$ cat config.mk
export PLATFORM = sky130hd
export DESIGN_NAME = blkq_top
export DESIGN_NICKNAME = d
export VERILOG_FILES = /design/src/rtl/blkq_pkg.sv /design/src/rtl/blkq_ptr.sv /design/src/rtl/blkq_occ.sv /design/src/rtl/blkq_store.sv /design/src/rtl/blkq_top.sv
export SDC_FILE = /design/constraint.sdc
export NUM_CORES = 1
export LEC_CHECK = 0
export BUFFER_PORTS_ARGS = -buffer_cell sky130_fd_sc_hd__buf_2
export CAP_MARGIN = 0
export CORE_ASPECT_RATIO = 2
export CORE_MARGIN = 5
export CORE_UTILIZATION = 30
export DETAILED_ROUTE_END_ITERATION = 16
export PLACE_DENSITY = 0.46
export SLEW_MARGIN = 40
export SYNTH_ARGS = -nofsm -noshare
export SYNTH_HDL_FRONTEND = slang
export SYNTH_SLANG_ARGS = --single-unit
export TNS_END_PERCENT = 20
$ cat constraint.sdc
create_clock -name clk -period 3.2 [get_ports clk]
set_input_delay 0.16 -clock clk [delete_from_list [all_inputs] [get_ports clk]]
set_output_delay 0.16 -clock clk [all_outputs]
set_load 0.01 [all_outputs]
$ cat src/rtl/blkq_pkg.sv
// Shared command encoding for the block queue channel.
package blkq_pkg;
    typedef enum logic [1:0] {
        OP_IDLE   = 2'd0,
        OP_READ   = 2'd1,
        OP_WRITE  = 2'd2,
        OP_COMMIT = 2'd3
    } blkq_op_e;
endpackage

$ cat src/rtl/blkq_ptr.sv
// Slot index counter: steps by one on adv and wraps from NUM_BLK-1 to 0.
// Assumes adv is raised only when the owning side may release its slot.
module blkq_ptr #(
    parameter int NUM_BLK = 4,
    localparam int PW = (NUM_BLK > 1) ? $clog2(NUM_BLK) : 1
) (
    input  logic          clk,
    input  logic          rst_n,
    input  logic          adv,
    output logic [PW-1:0] ptr
);
    // Advance the index with modulo wrap.
    always_ff @(posedge clk) begin
        if (!rst_n)
            ptr <= '0;
        else if (adv)
            ptr <= (ptr == PW'(NUM_BLK - 1)) ? '0 : ptr + 1'b1;
    end
endmodule

$ cat src/rtl/blkq_occ.sv
// Committed-slot counter and the full/empty flags derived from it.
// Assumes put is never raised when full and take is never raised when empty.
module blkq_occ #(
    parameter int NUM_BLK = 4,
    localparam int CW = $clog2(NUM_BLK + 1)
) (
    input  logic clk,
    input  logic rst_n,
    input  logic put,
    input  logic take,
    output logic full,
    output logic empty
);
    logic [CW-1:0] cnt;

    // Count committed blocks; a put and a take in the same cycle cancel.
    always_ff @(posedge clk) begin
        if (!rst_n)
            cnt <= '0;
        else if (put && !take)
            cnt <= cnt + 1'b1;
        else if (take && !put)
            cnt <= cnt - 1'b1;
    end

    // Flags follow the count directly.
    assign full  = (cnt == CW'(NUM_BLK));
    assign empty = (cnt == '0);
endmodule

$ cat src/rtl/blkq_store.sv
// Slot storage with two independent ports, each with a registered read.
// Assumes the two ports never write the same word in one cycle (the top
// guarantees this because the two sides own different slots while both may write).
module blkq_store #(
    parameter int NUM_BLK   = 4,
    parameter int BLK_WORDS = 8,
    parameter int DATA_W    = 16,
    localparam int DEPTH = NUM_BLK * BLK_WORDS,
    localparam int IW    = $clog2(DEPTH),
    localparam int PW    = (NUM_BLK > 1) ? $clog2(NUM_BLK) : 1,
    localparam int AW    = (BLK_WORDS > 1) ? $clog2(BLK_WORDS) : 1
) (
    input  logic              clk,
    input  logic              rst_n,
    input  logic              a_we,
    input  logic              a_re,
    input  logic [PW-1:0]     a_blk,
    input  logic [AW-1:0]     a_addr,
    input  logic [DATA_W-1:0] a_wdata,
    output logic [DATA_W-1:0] a_rdata,
    input  logic              b_we,
    input  logic              b_re,
    input  logic [PW-1:0]     b_blk,
    input  logic [AW-1:0]     b_addr,
    input  logic [DATA_W-1:0] b_wdata,
    output logic [DATA_W-1:0] b_rdata
);
    logic [DATA_W-1:0] mem [DEPTH];
    logic [IW-1:0]     a_idx;
    logic [IW-1:0]     b_idx;

    // Flatten slot and word address into one storage index.
    assign a_idx = IW'(a_blk) * IW'(BLK_WORDS) + IW'(a_addr);
    assign b_idx = IW'(b_blk) * IW'(BLK_WORDS) + IW'(b_addr);

    // Write both ports into the shared array.
    always_ff @(posedge clk) begin
        if (!rst_n) begin
            for (int i = 0; i < DEPTH; i++)
                mem[i] <= '0;
        end else begin
            if (a_we)
                mem[a_idx] <= a_wdata;
            if (b_we)
                mem[b_idx] <= b_wdata;
        end
    end

    // Registered read for port A.
    always_ff @(posedge clk) begin
        if (!rst_n)
            a_rdata <= '0;
        else if (a_re)
            a_rdata <= mem[a_idx];
    end

    // Registered read for port B.
    always_ff @(posedge clk) begin
        if (!rst_n)
            b_rdata <= '0;
        else if (b_re)
            b_rdata <= mem[b_idx];
    end
endmodule

$ cat src/rtl/blkq_top.sv
// Block queue channel: NUM_BLK slots of BLK_WORDS words. The producer owns
// the slot at its tail index and the consumer owns the slot at its head index.
// Commands are decoded per side and gated by the full/empty flags.
// Assumes both sides share one clock.
module blkq_top #(
    parameter int NUM_BLK   = 4,
    parameter int BLK_WORDS = 8,
    parameter int DATA_W    = 16,
    localparam int AW = (BLK_WORDS > 1) ? $clog2(BLK_WORDS) : 1,
    localparam int PW = (NUM_BLK > 1) ? $clog2(NUM_BLK) : 1
) (
    input  logic              clk,
    input  logic              rst_n,
    input  logic [1:0]        prd_op,
    input  logic [AW-1:0]     prd_addr,
    input  logic [DATA_W-1:0] prd_wdata,
    output logic [DATA_W-1:0] prd_rdata,
    output logic              prd_full,
    input  logic [1:0]        cns_op,
    input  logic [AW-1:0]     cns_addr,
    input  logic [DATA_W-1:0] cns_wdata,
    output logic [DATA_W-1:0] cns_rdata,
    output logic              cns_empty
);
    import blkq_pkg::*;

    blkq_op_e      p_op;
    blkq_op_e      c_op;
    logic          p_wr;
    logic          p_rd;
    logic          p_cm;
    logic          c_wr;
    logic          c_rd;
    logic          c_cm;
    logic [PW-1:0] tail;
    logic [PW-1:0] head;

    assign p_op = blkq_op_e'(prd_op);
    assign c_op = blkq_op_e'(cns_op);

    // Producer decode: writes and commits are blocked while full.
    always_comb begin
        p_rd = (p_op == OP_READ);
        p_wr = (p_op == OP_WRITE)  && !prd_full;
        p_cm = (p_op == OP_COMMIT) && !prd_full;
    end

    // Consumer decode: every access is blocked while empty.
    always_comb begin
        c_rd = (c_op == OP_READ)   && !cns_empty;
        c_wr = (c_op == OP_WRITE)  && !cns_empty;
        c_cm = (c_op == OP_COMMIT) && !cns_empty;
    end

    blkq_ptr #(.NUM_BLK(NUM_BLK)) u_tail (
        .clk(clk), .rst_n(rst_n), .adv(p_cm), .ptr(tail)
    );

    blkq_ptr #(.NUM_BLK(NUM_BLK)) u_head (
        .clk(clk), .rst_n(rst_n), .adv(c_cm), .ptr(head)
    );

    blkq_occ #(.NUM_BLK(NUM_BLK)) u_occ (
        .clk(clk), .rst_n(rst_n), .put(p_cm), .take(c_cm),
        .full(prd_full), .empty(cns_empty)
    );

    blkq_store #(
        .NUM_BLK(NUM_BLK), .BLK_WORDS(BLK_WORDS), .DATA_W(DATA_W)
    ) u_store (
        .clk(clk), .rst_n(rst_n),
        .a_we(p_wr), .a_re(p_rd), .a_blk(tail), .a_addr(prd_addr),
        .a_wdata(prd_wdata), .a_rdata(prd_rdata),
        .b_we(c_wr), .b_re(c_rd), .b_blk(head), .b_addr(cns_addr),
        .b_wdata(cns_wdata), .b_rdata(cns_rdata)
    );
endmodule

==> flow_metrics.py <==
metrics = {
    "outcome": {
        "status": "finished, final reports clean",
    },
    "routing": {
        "drtAntennaViolNets": 0,
        "vias_per_cell": 6.31,
        "drc_errors": 0,
        "drt_wl_total_um": 166000,
        "drt-pass1-iter-count": 6,
        "vias": 27790,
        "drtIter0Drc": 3545,
        "post_drt_wl_per_cell_um": 37.8,
    },
    "critical_path": {
        "crit_path_start_kind": "flop",
        "critPathBufInv": 3,
        "r2r-start": "u_head.ptr[1]$_SDFFE_PN0P_",
        "cp.arrival_ns": 3.14,
        "critPathKind": "flop to flop",
        "end_kind": "flop",
        "cp_slowest_stage_delay_ns": 0.52,
        "cp.required_ns": 3.56,
        "r2r_end": "u_store.mem[15][12]$_DFFE_PP_",
        "crit_family": "simple AND/OR/NAND/NOR gates",
        "reg2reg_depth": 7,
        "crit_start": "u_head.ptr[1]$_SDFFE_PN0P_",
        "cp_max_fo": 18,
        "rrSetupSlack_ns": 0.42,
        "cp_cell_sequence": "clkinv_1, buf_4, ha_1, and2_1, nand4_1, nand3_1, buf_12",
        "cp_slowest_cell": "nand3_1",
    },
    "power_and_ir_drop": {
        "p_seq_share_pct": 46.4,
        "power.density_mw_per_mm2": 484,
        "pwr-share-clk_pct": 35.8,
        "p_sw_mw": 5.73,
        "combPwrFrac_pct": 17.8,
        "p_int_mw": 12.6,
        "leakage_nw": 12.8,
        "ir_drop_uv": 361,
        "switching_share_pct": 31.2,
    },
    "cts": {
        "clock-sinks": 551,
        "cts.clk_slew.worst_paths_ns": 0.07,
        "cts_buffers": 53,
        "cts_tree": "built",
        "clk_latency_ns": 0.66,
        "htreeDepth": 2,
        "clk_path_buf_depth": 3,
        "cts_resized": 0,
        "clockRootBuffer": "clkbuf_16",
    },
    "sta": {
        "max_slew_margin_pct": 36.3,
        "finClkSkew_ns": 0.0234,
        "fmax_mhz": 360,
        "tns_ns": 0,
        "period_share_pct": 86.8,
        "worst_pin_slew_ns": 0.945,
        "rsz0062_at_grt": "no",
        "hold_viol": 0,
        "period_needed_ns": 2.78,
        "slew_violations": 0,
        "setup_viol": 0,
    },
    "logic_synthesis": {
        "yosysWarnings": 0,
        "synth_edf_count": 512,
        "async_flop_share_pct": 0,
        "ys_seq_area_share_pct": 48.2,
        "synth_cells": 2870,
        "synth_ff_type": "edfxtp_1",
        "synthDistinctLibCells": 59,
        "ys_ff_latch": 551,
        "synth.net_count": 2924,
        "synthesis.area_per_instance_um2": 11.7,
        "netlist_area_mm2": 0.0335,
    },
    "cells_and_area": {
        "finish.utilization_pct": 34.2,
        "layout-drive-gt1-share_pct": 24.4,
        "area_growth_pct": 13.4,
        "layout.nets": 2922,
        "final_cells": 4404,
    },
    "floorplan": {
        "start_util_pct": 30.2,
        "rows": 173,
        "io_pins": 78,
        "die_area_mm2": 0.119,
        "die_width_um": 246,
        "die_h_um": 482,
        "core_mm2": 0.111,
    },
    "grt": {
        "grt_util_all_layers_pct": 27.2,
        "antenna_found_initial": 10,
        "overflow": 0,
        "grt_start_max_net_pins": 64,
        "grt_pass1_wl_um": 227000,
        "grt_pass1_vias": 27149,
    },
    "flow_run": {
        "max_cap_viol_count": 0,
    },
    "hold_path": {
        "hold_path_class": "input port to flop",
        "holdPathStages": 3,
        "whs_endpoint": "u_store.mem[3][6]$_DFFE_PP_",
        "hp-start": "prd_wdata[6]",
    },
    "place": {
        "dp_cells": 4297,
        "dp_hpwl_um": 116000,
        "gp_congestion": 0.973,
        "port_buffers": 77,
    },
}
per-layer routing:
layer	global-route usage, %	vias to the layer above	routed length (um)	part of all wire, %
li1	-	11253	-	-
met1	29.2	14131	54100	33
met2	46.6	1845	81200	49
met3	4.84	553	13300	8.0
met4	22.5	8	17700	11
met5	0	-	51	0.031
cell usage after synthesis, types with 35 or more instances:
| master | n | area [um^2] |
|---|---|---|
| a22oi_1 | 40 | 300 |
| buf_2 | 158 | 791 |
| clkbuf_1 | 153 | 574 |
| dfxtp_1 | 39 | 781 |
| edfxtp_1 | 512 | 15400 |
| mux2_2 | 41 | 462 |
| mux2i_1 | 121 | 1210 |
| mux4_2 | 200 | 4500 |
| nand2_1 | 610 | 2290 |
| nand3_1 | 41 | 205 |
| nor2b_1 | 35 | 219 |
| o21ai_0 | 56 | 280 |
| o31ai_1 | 449 | 3370 |
power by group through the flow:
stage,clock [mW],combinational [mW],sequential [mW]
6_report,6.57,3.26,8.53
3_5_place_dp,0,3.19,8.67
4_1_cts,6.64,3.20,8.51
5_1_grt,6.85,3.35,8.54
2_1_floorplan,0,1.71,8.50
3_3_place_gp,0,3.15,8.65
kinds of logic (layout without fill, tap and decap cells):
group / Yosys count / after routing / share of synthesized area [%]
AO/OA/AOI/OAI: 704 / 704 / 15.4
XOR/XNOR: 2 / 2 / 0.0523
adder cells (fa/ha/maj): 10 / 10 / 0.396
buffers and inverters: 390 / 429 / 5.75
flip-flops: 551 / 551 / 48.2
multiplexers: 362 / 362 / 18.4
other: 0 / 8 / 0
AND/OR/NAND/NOR: 851 / 851 / 11.8
worst reg2reg max path, delay by kind of cell (launching register included):
| kind | cells | cell delay, ns |
|---|---|---|
| adders and majority gates | 1 | 0.40 |
| buffers and inverters | 3 | 0.68 |
| DFF | 1 | 0.37 |
| and+or+nand+nor | 3 | 1.02 |
final cells by class:
class                   instances  area [um^2]
fillers                     10888        73100
clock inverters                39          329
diodes                          8         20.0
flip-flops and latches        551        16200
multi-input cells            1929        15700
well taps                    1487         1860
clock buffers                  57         1340
repair buffers                311         2480
inverters                      22         82.6
how the worst max path moves through the flow:
stage	cells past startpoint	end	slack (ns)
global route	6	u_store.mem[26][0]$_DFFE_PP_	0.39
CTS	7	u_store.mem[15][12]$_DFFE_PP_	0.49
detailed placement	6	u_store.b_rdata[1]$_SDFFE_PN0P_	0.29
finish	7	u_store.mem[15][12]$_DFFE_PP_	0.42
floorplan	9	u_store.mem[2][0]$_DFFE_PP_	0.45
global placement	5	u_store.b_rdata[10]$_SDFFE_PN0P_	-0.16
cells in the final DEF (no fill, tap or decap), types with 12 or more instances in the layout:
cell type and n:
nand2_1 610, edfxtp_1 512, o31ai_1 449, buf_4 229, mux4_2 200, mux2i_1 121
buf_2 57, o21ai_0 56, clkbuf_16 53, nand3_1 41, mux2_2 41, a22oi_1 40
dfxtp_1 39, nand4_1 33, nor2b_1 32, o221ai_1 31, a221oi_1 24, a211oi_1 23
nor4_2 22, o21ai_1 21, a21oi_1 20, inv_1 18, buf_12 16, nand2b_1 15
nor2_1 15, clkinv_2 14, clkinv_1 13, a311oi_1 13, nand3_2 12
through the flow:
stage          hold slack, ns  total power [mW]  setup slack [ns]  cell area [um^2]
2_1_floorplan           0.345              10.2             0.453             33500
3_3_place_gp            0.522              11.8            -0.159             36100
3_5_place_dp            0.522              11.9             0.287             36200
4_1_cts                0.0722              18.4             0.487             37900
5_1_grt                0.0135              18.7             0.386             37900
6_report               0.0215              18.4             0.421             38000
state kept, by name, indices dropped and copies added, names as in the netlist:
register,cells
u_store.mem,512
u_occ.cnt,3
u_tail.ptr,2
u_store.b_rdata,16
u_store.a_rdata,16
u_head.ptr,2
what timing repair did:
action,CTS,global route
buffers inserted,0,0
endpoints found under the hold margin,1,0
hold buffers,1,0
No activity file was read; power rests on OpenSTA's default activity.
